### src/rtl/sgdma_walker.sv
module sgdma_walker #(
  parameter int AW         = 32,
  parameter int LEN_W      = 24,
  parameter int TABLE_SPAN = 4096
) (
  input  logic             clk,
  input  logic             rst_n,
  input  logic             start,
  input  logic             restart,
  input  logic             dir,
  input  logic [AW-1:0]    table_base,
  input  logic [LEN_W-1:0] buf_len,
  output logic             mem_valid,
  input  logic             mem_ready,
  output logic             mem_fetch,
  output logic             mem_write,
  output logic [AW-1:0]    mem_addr,
  output logic [16:0]      mem_len,
  output logic [LEN_W-1:0] mem_buf_off,
  input  logic             rsp_valid,
  input  logic [63:0]      rsp_data,
  output logic             busy,
  output logic             done,
  output logic             eot
);
  localparam int CW = (LEN_W > 17) ? LEN_W : 17;
  localparam logic [AW-1:0] SPAN = AW'(TABLE_SPAN);
  localparam logic [AW-1:0] DSTEP = AW'(8);

  typedef enum logic [2:0] {S_IDLE, S_CHECK, S_FREQ, S_FWAIT, S_XFER} st_t;
  st_t st;

  logic [AW-1:0]    ptr, base, raddr;
  logic [16:0]      cnt;
  logic             last, we;
  logic [LEN_W-1:0] len_q, off;

  wire              buf_empty = (off == len_q);
  wire              span_hit  = (ptr - base) >= SPAN;
  wire [CW-1:0]     rem_w     = CW'(len_q - off);
  wire [CW-1:0]     cnt_w     = CW'(cnt);
  wire [16:0]       burst     = (rem_w > cnt_w) ? cnt : rem_w[16:0];
  wire [15:0]       sz_even   = {rsp_data[47:33], 1'b0};
  wire [16:0]       cnt_dec   = (sz_even == 16'd0) ? 17'h10000 : {1'b0, sz_even};

  assign busy        = (st != S_IDLE);
  assign done        = (st == S_CHECK) && buf_empty;
  assign eot         = (st == S_CHECK) && !buf_empty && (cnt == 17'd0) && (last || span_hit);
  assign mem_valid   = (st == S_FREQ) || (st == S_XFER);
  assign mem_fetch   = (st == S_FREQ);
  assign mem_write   = (st == S_XFER) && we;
  assign mem_addr    = (st == S_FREQ) ? ptr : raddr;
  assign mem_len     = (st == S_FREQ) ? 17'd8 : burst;
  assign mem_buf_off = off;

  always_ff @(posedge clk) begin
    if (!rst_n) begin
      st    <= S_IDLE;
      ptr   <= '0;
      base  <= '0;
      raddr <= '0;
      cnt   <= '0;
      last  <= 1'b0;
      we    <= 1'b0;
      len_q <= '0;
      off   <= '0;
    end else begin
      case (st)
        S_IDLE: begin
          if (restart) begin
            ptr  <= table_base;
            base <= table_base;
          end
          if (start) begin
            len_q <= buf_len;
            off   <= '0;
            we    <= dir;
            raddr <= '0;
            cnt   <= '0;
            last  <= 1'b0;
            st    <= S_CHECK;
          end
        end
        S_CHECK: begin
          if (buf_empty)                 st <= S_IDLE;
          else if (cnt != 17'd0)         st <= S_XFER;
          else if (last || span_hit)     st <= S_IDLE;
          else                           st <= S_FREQ;
        end
        S_FREQ: if (mem_ready) begin
          ptr <= ptr + DSTEP;
          st  <= S_FWAIT;
        end
        S_FWAIT: if (rsp_valid) begin
          raddr <= AW'(rsp_data[31:0]);
          cnt   <= cnt_dec;
          last  <= rsp_data[63];
          st    <= S_CHECK;
        end
        S_XFER: if (mem_ready) begin
          raddr <= raddr + AW'(burst);
          cnt   <= cnt - burst;
          off   <= off + LEN_W'(burst);
          st    <= S_CHECK;
        end
        default: st <= S_IDLE;
      endcase
    end
  end
endmodule

### config.mk
export PLATFORM = sky130hd
export DESIGN_NAME = sgdma_walker
export DESIGN_NICKNAME = d
export VERILOG_FILES = /design/src/rtl/sgdma_walker.sv
export SDC_FILE = /design/constraint.sdc
export NUM_CORES = 1
export LEC_CHECK = 0
export ABC_AREA = 1
export BUFFER_PORTS_ARGS = -buffer_cell sky130_fd_sc_hd__buf_4
export CAP_MARGIN = 20
export CORE_ASPECT_RATIO = 1.75
export CORE_MARGIN = 4
export CORE_UTILIZATION = 45
export DETAILED_ROUTE_END_ITERATION = 10
export PLACE_DENSITY = 0.63
export SYNTH_ARGS = -nofsm -noshare
export SYNTH_HDL_FRONTEND = slang
export SYNTH_SLANG_ARGS = --single-unit
### constraint.sdc
create_clock -name clk -period 6.95 [get_ports clk]
set_input_delay 0.3475 -clock clk [delete_from_list [all_inputs] [get_ports clk]]
set_output_delay 0.3475 -clock clk [all_outputs]
set_load 0.01 [all_outputs]
# After elaboration in Yosys (flattened, before gate mapping)
# Index checks and enable logic that the tools add are counted.
dict set report op_classes {
  muxes 29
  n_addsub 6
  bitwise 0
  eq_ne 10
  n_shift 0
  multipliers 0
  reduce_logical 24
  order_cmp 2
  div_mod_pow 0
}
# cell count
set ops {}
lappend ops {{$mux W32} 6}
lappend ops {{$mux W17} 6}
lappend ops {{$pmux W32 S3} 1}
lappend ops {{$pmux W32 S2} 1}
lappend ops {{$pmux W17 S3} 1}
lappend ops {{$mux W24} 2}
lappend ops {{$pmux W24 S2} 1}
lappend ops {{$add A32 B17 Y32} 1}
lappend ops {{$add A32 B4 Y32 const B} 1}
lappend ops {{$ge A32 B13 Y1 const B} 1}
lappend ops {{$sub A32 B32 Y32} 1}
lappend ops {{$add A24 B17 Y24} 1}
lappend ops {{$eq A24 B24 Y1} 1}
lappend ops {{$gt A24 B17 Y1} 1}
lappend ops {{$sub A24 B24 Y24} 1}
lappend ops {{$mux W3} 6}
lappend ops {{$logic_not A17 Y1} 1}
lappend ops {{$reduce_bool A17 Y1} 1}
lappend ops {{$sub A17 B17 Y17} 1}
lappend ops {{$logic_not A16 Y1} 1}
lappend ops {{$pmux W3 S5} 1}
lappend ops {{$ne A2 B2 Y1 const B} 5}
lappend ops {{$reduce_and A3 Y1} 3}
lappend ops {{$reduce_and A4 Y1} 2}
lappend ops {{other kinds (13)} 24}
dict set report totals {
  elab_cells 80
  output_inout_bits 79
  reg_bits 166
  mem_bits_ro 0
  memories 0
  ramBits 0
  latch_bits 0
}

# Longest topological paths before layout
dict set report logic_depth {
  ltp_word 7
  ltp_mapped 46
  ltp_nobuf 45
}

# Worst setup path after synthesis
# Ideal clock, no wire load.
dict set report synth_path {
  path_type {register to register}
  from {register off[0] (netlist: mem_buf_off[0])}
  to {register off[12] (netlist: mem_buf_off[12])}
  path_buffers 1
  path_stages_with_launch 41
  arrival_ns 5.246
  path_slack_ns 1.634
  setup_ns 0.070
  path_cell_list {dfxtp_1 ha_1 inv_1 fa_1 nand3_1 nand2_2 and3_1 nor2_1 o21ai_0 xor2_1 ha_1 nand4_1 inv_1 a21oi_1 nand2_1 nand2_1 nand2_1 nand2_1 [5 not listed] inv_1 ha_1 fa_1 nand3_1 nand3_1 nand2_1 nand2_1 a21oi_1 nor2_1 nor2_1 o21ai_2 inv_1 nor2_1 nor2_1 o21ai_0 a21oi_1 o21ai_0 a21oi_1}
}
dict set report synth_between {
  elab_chain_len 6
}
# item line_no
set synth_lines {}
lappend synth_lines {{start, declared} 36} ;# logic [LEN_W-1:0] len_q, off;
lappend synth_lines {{start signal, assigned} 103} ;# off <= off + LEN_W'(burst);
lappend synth_lines {{$sub A24 B24 Y24} 40} ;# wire [CW-1:0] rem_w = CW'(len_q - off);
lappend synth_lines {{$gt A24 B17 Y1} 42} ;# wire [16:0] burst = (rem_w > cnt_w) ? cnt : rem_w[16:0];
lappend synth_lines {{$mux W17} 42}
lappend synth_lines {{$add A24 B17 Y24 *} 103}
lappend synth_lines {{$mux W24 *} 100} ;# S_XFER: if (mem_ready) begin
lappend synth_lines {{$pmux W24 S2 *} 68} ;# case (st)
# Mark *: on every way between the ends. The rest lies on a longest branch, timed or not. The select of a mux whose other input is x is not followed.
# A chain may end at the register's enable or synchronous reset.

# Worst setup path in the final report
dict set report layout_path {
  from {register off[0] (netlist: mem_buf_off[0])}
  to {register off[20] (netlist: mem_buf_off[20])}
}
# The elaborated chain is that of the path after synthesis.

==> results.json <==
{
  "status": "completed",
  "final_common_cell": "nand2_1",
  "synthCells": 2463,
  "cts_buffers": 17,
  "period_needed_ns": 6.31,
  "grtUsageTotal": 0.331,
  "dr.first_iter.drc_count": 845,
  "ant_nets": 0,
  "fmax_mhz": 158,
  "h-tree-depth": 4,
  "yosysWarnings": 0,
  "ys_ff_latch": 166,
  "vias_per_cell": 5.58,
  "period_share": 0.909,
  "vias": 17000,
  "cp_data_arrival_time_ns": 6.66,
  "synth-xor-area-share": 0.0153,
  "r2r_cells": 40,
  "dieArea_um2": 36300,
  "worst_setup_path_start_kind": "flip-flop",
  "synth-edff-count": 0,
  "worstPathRequired_ns": 7.29,
  "gr-total-overflow": 0,
  "leakage_uw": 0.00855,
  "cp_max_fo": 21,
  "relSlewSlack": 0.374,
  "post_route_cells_drive_above_1_share": 0.121,
  "finClkSkew_ns": 0.0136,
  "cts_buffer_depth": 2,
  "drt_first_pass_iters": 6,
  "stdcell_count": 3041,
  "synth-simple-area-share": 0.308,
  "synth.cell_area_um2": 14900,
  "root_buffer": "clkbuf_16",
  "most-common-layout-cells": "nand2_1 (614), inv_1 (364), nor2_1 (231)",
  "place_congestion": 1.03,
  "rsz0062_at_grt": "false",
  "drv_slew": 0,
  "yosysSeqAreaShare": 0.223,
  "drv_cap": 0,
  "ir_worst_vdd_uv": 179,
  "crit_top_cell": "nand2_1",
  "power_density_nw_per_um2": 276,
  "cts.clk_slew.worst_paths_ns": 0.08,
  "setup_viol": 0,
  "fill_cells": 3508,
  "nets": 2881,
  "rows": 88,
  "antenna_cells": 0,
  "start_util": 0.453,
  "die-height_um": 249,
  "wl_um": 61600,
  "fin_setup_tns_ns": 0,
  "dpl.hpwl_um": 50900,
  "cts.sinks": 166,
  "ios": 206,
  "worst_pin_slew_ns": 0.940,
  "synth_top_family_by_area": "simple AND/OR/NAND/NOR gates",
  "syn_nets": 2721,
  "yosys-mux-area-fraction": 0,
  "grt_pass1_wl_um": 92800,
  "endpoint_kind": "flip-flop",
  "core-area_um2": 32900,
  "finalHoldViolations": 0,
  "synth_compound_area_frac": 0.227,
  "cts_tree": "yes",
  "place_inst": 3008,
  "crit_type": "flip-flop to flip-flop",
  "syn_area_per_cell_um2": 6.06,
  "synth_cell_types": 58,
  "synthArstFlopShare": 0,
  "io_buffers": 189,
  "worstSkewPairLatency_ns": 0.46,
  "grt_max_degree": 95,
  "area_growth_pct": 16.2,
  "hold_depth": 3,
  "die_w_um": 146,
  "synth_ff_type": "dfxtp_1",
  "worst_hold_path_type": "input port to flip-flop",
  "synth-adder-area-share": 0.112,
  "wire_per_inst_um": 20.2,
  "slowest_stage": "dfxtp_1",
  "max_stage_delay_ns": 0.42,
  "grt_pass1_vias": 16800,
  "grt_antenna_before_repair": 1,
  "drc_errors": 0
}
-- repair_timing --
action	CTS	global route
hold buffers	0	0
setup endpoints to repair	0	4
resized for setup	0	3
setup buffers	0	1
-- report_power, final --
group          switching (µW)  internal [µW]
Combinational            1720            855
Sequential                113           1060
Clock                     481            549
Total                    2320           2470
-- worst paths after layout --
path,start,to,slack (ns)
worst max-delay path,mem_buf_off[0],mem_buf_off[20],0.64
worst max register to register,mem_buf_off[0],mem_buf_off[20],0.64
worst min register to register,we,we,0.46
worst min-delay path,buf_len[4],len_q[4],0.11
-- through the flow --
| step | util | cell area, µm² | hold slack [ns] | total power [µW] | worst slack (ns) |
|---|---|---|---|---|---|
| after floorplan | - | 14900 | 0.430 | 2870 | 1.63 |
| after global placement | 0.508 | 16700 | 0.441 | 3700 | 0.550 |
| after detailed placement | 0.508 | 16700 | 0.453 | 3730 | 0.560 |
| after CTS | 0.527 | 17300 | 0.0887 | 4770 | 0.515 |
| after global routing | 0.527 | 17400 | 0.102 | 5140 | 0.0209 |
| final | 0.527 | 17400 | 0.110 | 4790 | 0.636 |
-- critical path: cells and delay by family, from the launching register on --
kind / cells / cell delay [ns]
XOR/XNOR: 1 / 0.27
AO/OA/AOI/OAI: 7 / 1.05
flip-flops: 1 / 0.42
adder cells (fa/ha/maj): 5 / 1.57
AND/OR/NAND/NOR: 25 / 2.65
buffers and inverters: 2 / 0.22
-- Yosys cell counts (all sizes together), types with 2 or more instances --
cell type | instances | area (µm²)
buf | 18 | 113
o211ai | 9 | 67.6
a41oi | 5 | 43.8
xor2 | 12 | 105
a211oi | 10 | 75.1
nand2 | 629 | 2400
nand4 | 41 | 263
nor4 | 10 | 83.8
o21a | 11 | 82.6
a21o | 2 | 15.0
a31oi | 59 | 369
ha | 126 | 1580
a21oi | 225 | 1130
or2 | 9 | 56.3
clkbuf | 56 | 210
fa | 5 | 100
and3 | 2 | 12.5
o221ai | 4 | 35.0
dfxtp | 166 | 3320
o21ai | 249 | 1310
inv | 369 | 1390
nand3b | 2 | 15.0
nor3 | 33 | 170
a311oi | 7 | 61.3
o21bai | 13 | 101
xnor2 | 14 | 123
nand3 | 115 | 596
a21boi | 6 | 45.0
nor2 | 245 | 975
-- sequential cells by signal, indices dropped and copies added, names as in the netlist --
name         flops
base            32
raddr           32
cnt             17
len_q           24
st               3
mem_buf_off     24
ptr             32
last             1
we               1
-- cells by family (layout without fill, tap and decap cells) --
logic type / after synthesis / after routing
and+or+nand+nor: 1090 / 1090
AOI/OAI and AO/OA: 606 / 606
buffers and inverters: 444 / 617
DFF: 166 / 166
adders and majority gates: 131 / 131
xor gates and xnor gates: 26 / 26
-- layer usage --
layer / global-route usage / vias up / part of all wire
li1: - / 8464 / -
met4: 0.300 / 2 / 0.11
met3: 0.0431 / 218 / 0.037
met5: 0 / - / 0.00013
met2: 0.626 / 531 / 0.52
met1: 0.301 / 7741 / 0.33
-- cell type report --
| type | count | area, µm² | share of cell area |
|---|---|---|---|
| Tap cell | 405 | 507 | 0.0292 |
| Clock inverter | 14 | 181 | 0.0105 |
| Multi-Input combinational cell | 1853 | 9910 | 0.571 |
| Sequential cell | 166 | 3320 | 0.192 |
| Inverter | 370 | 1390 | 0.0801 |
| Clock buffer | 18 | 429 | 0.0247 |
| Timing Repair Buffer | 215 | 1610 | 0.0930 |
(Power assumes the default switching activity.)
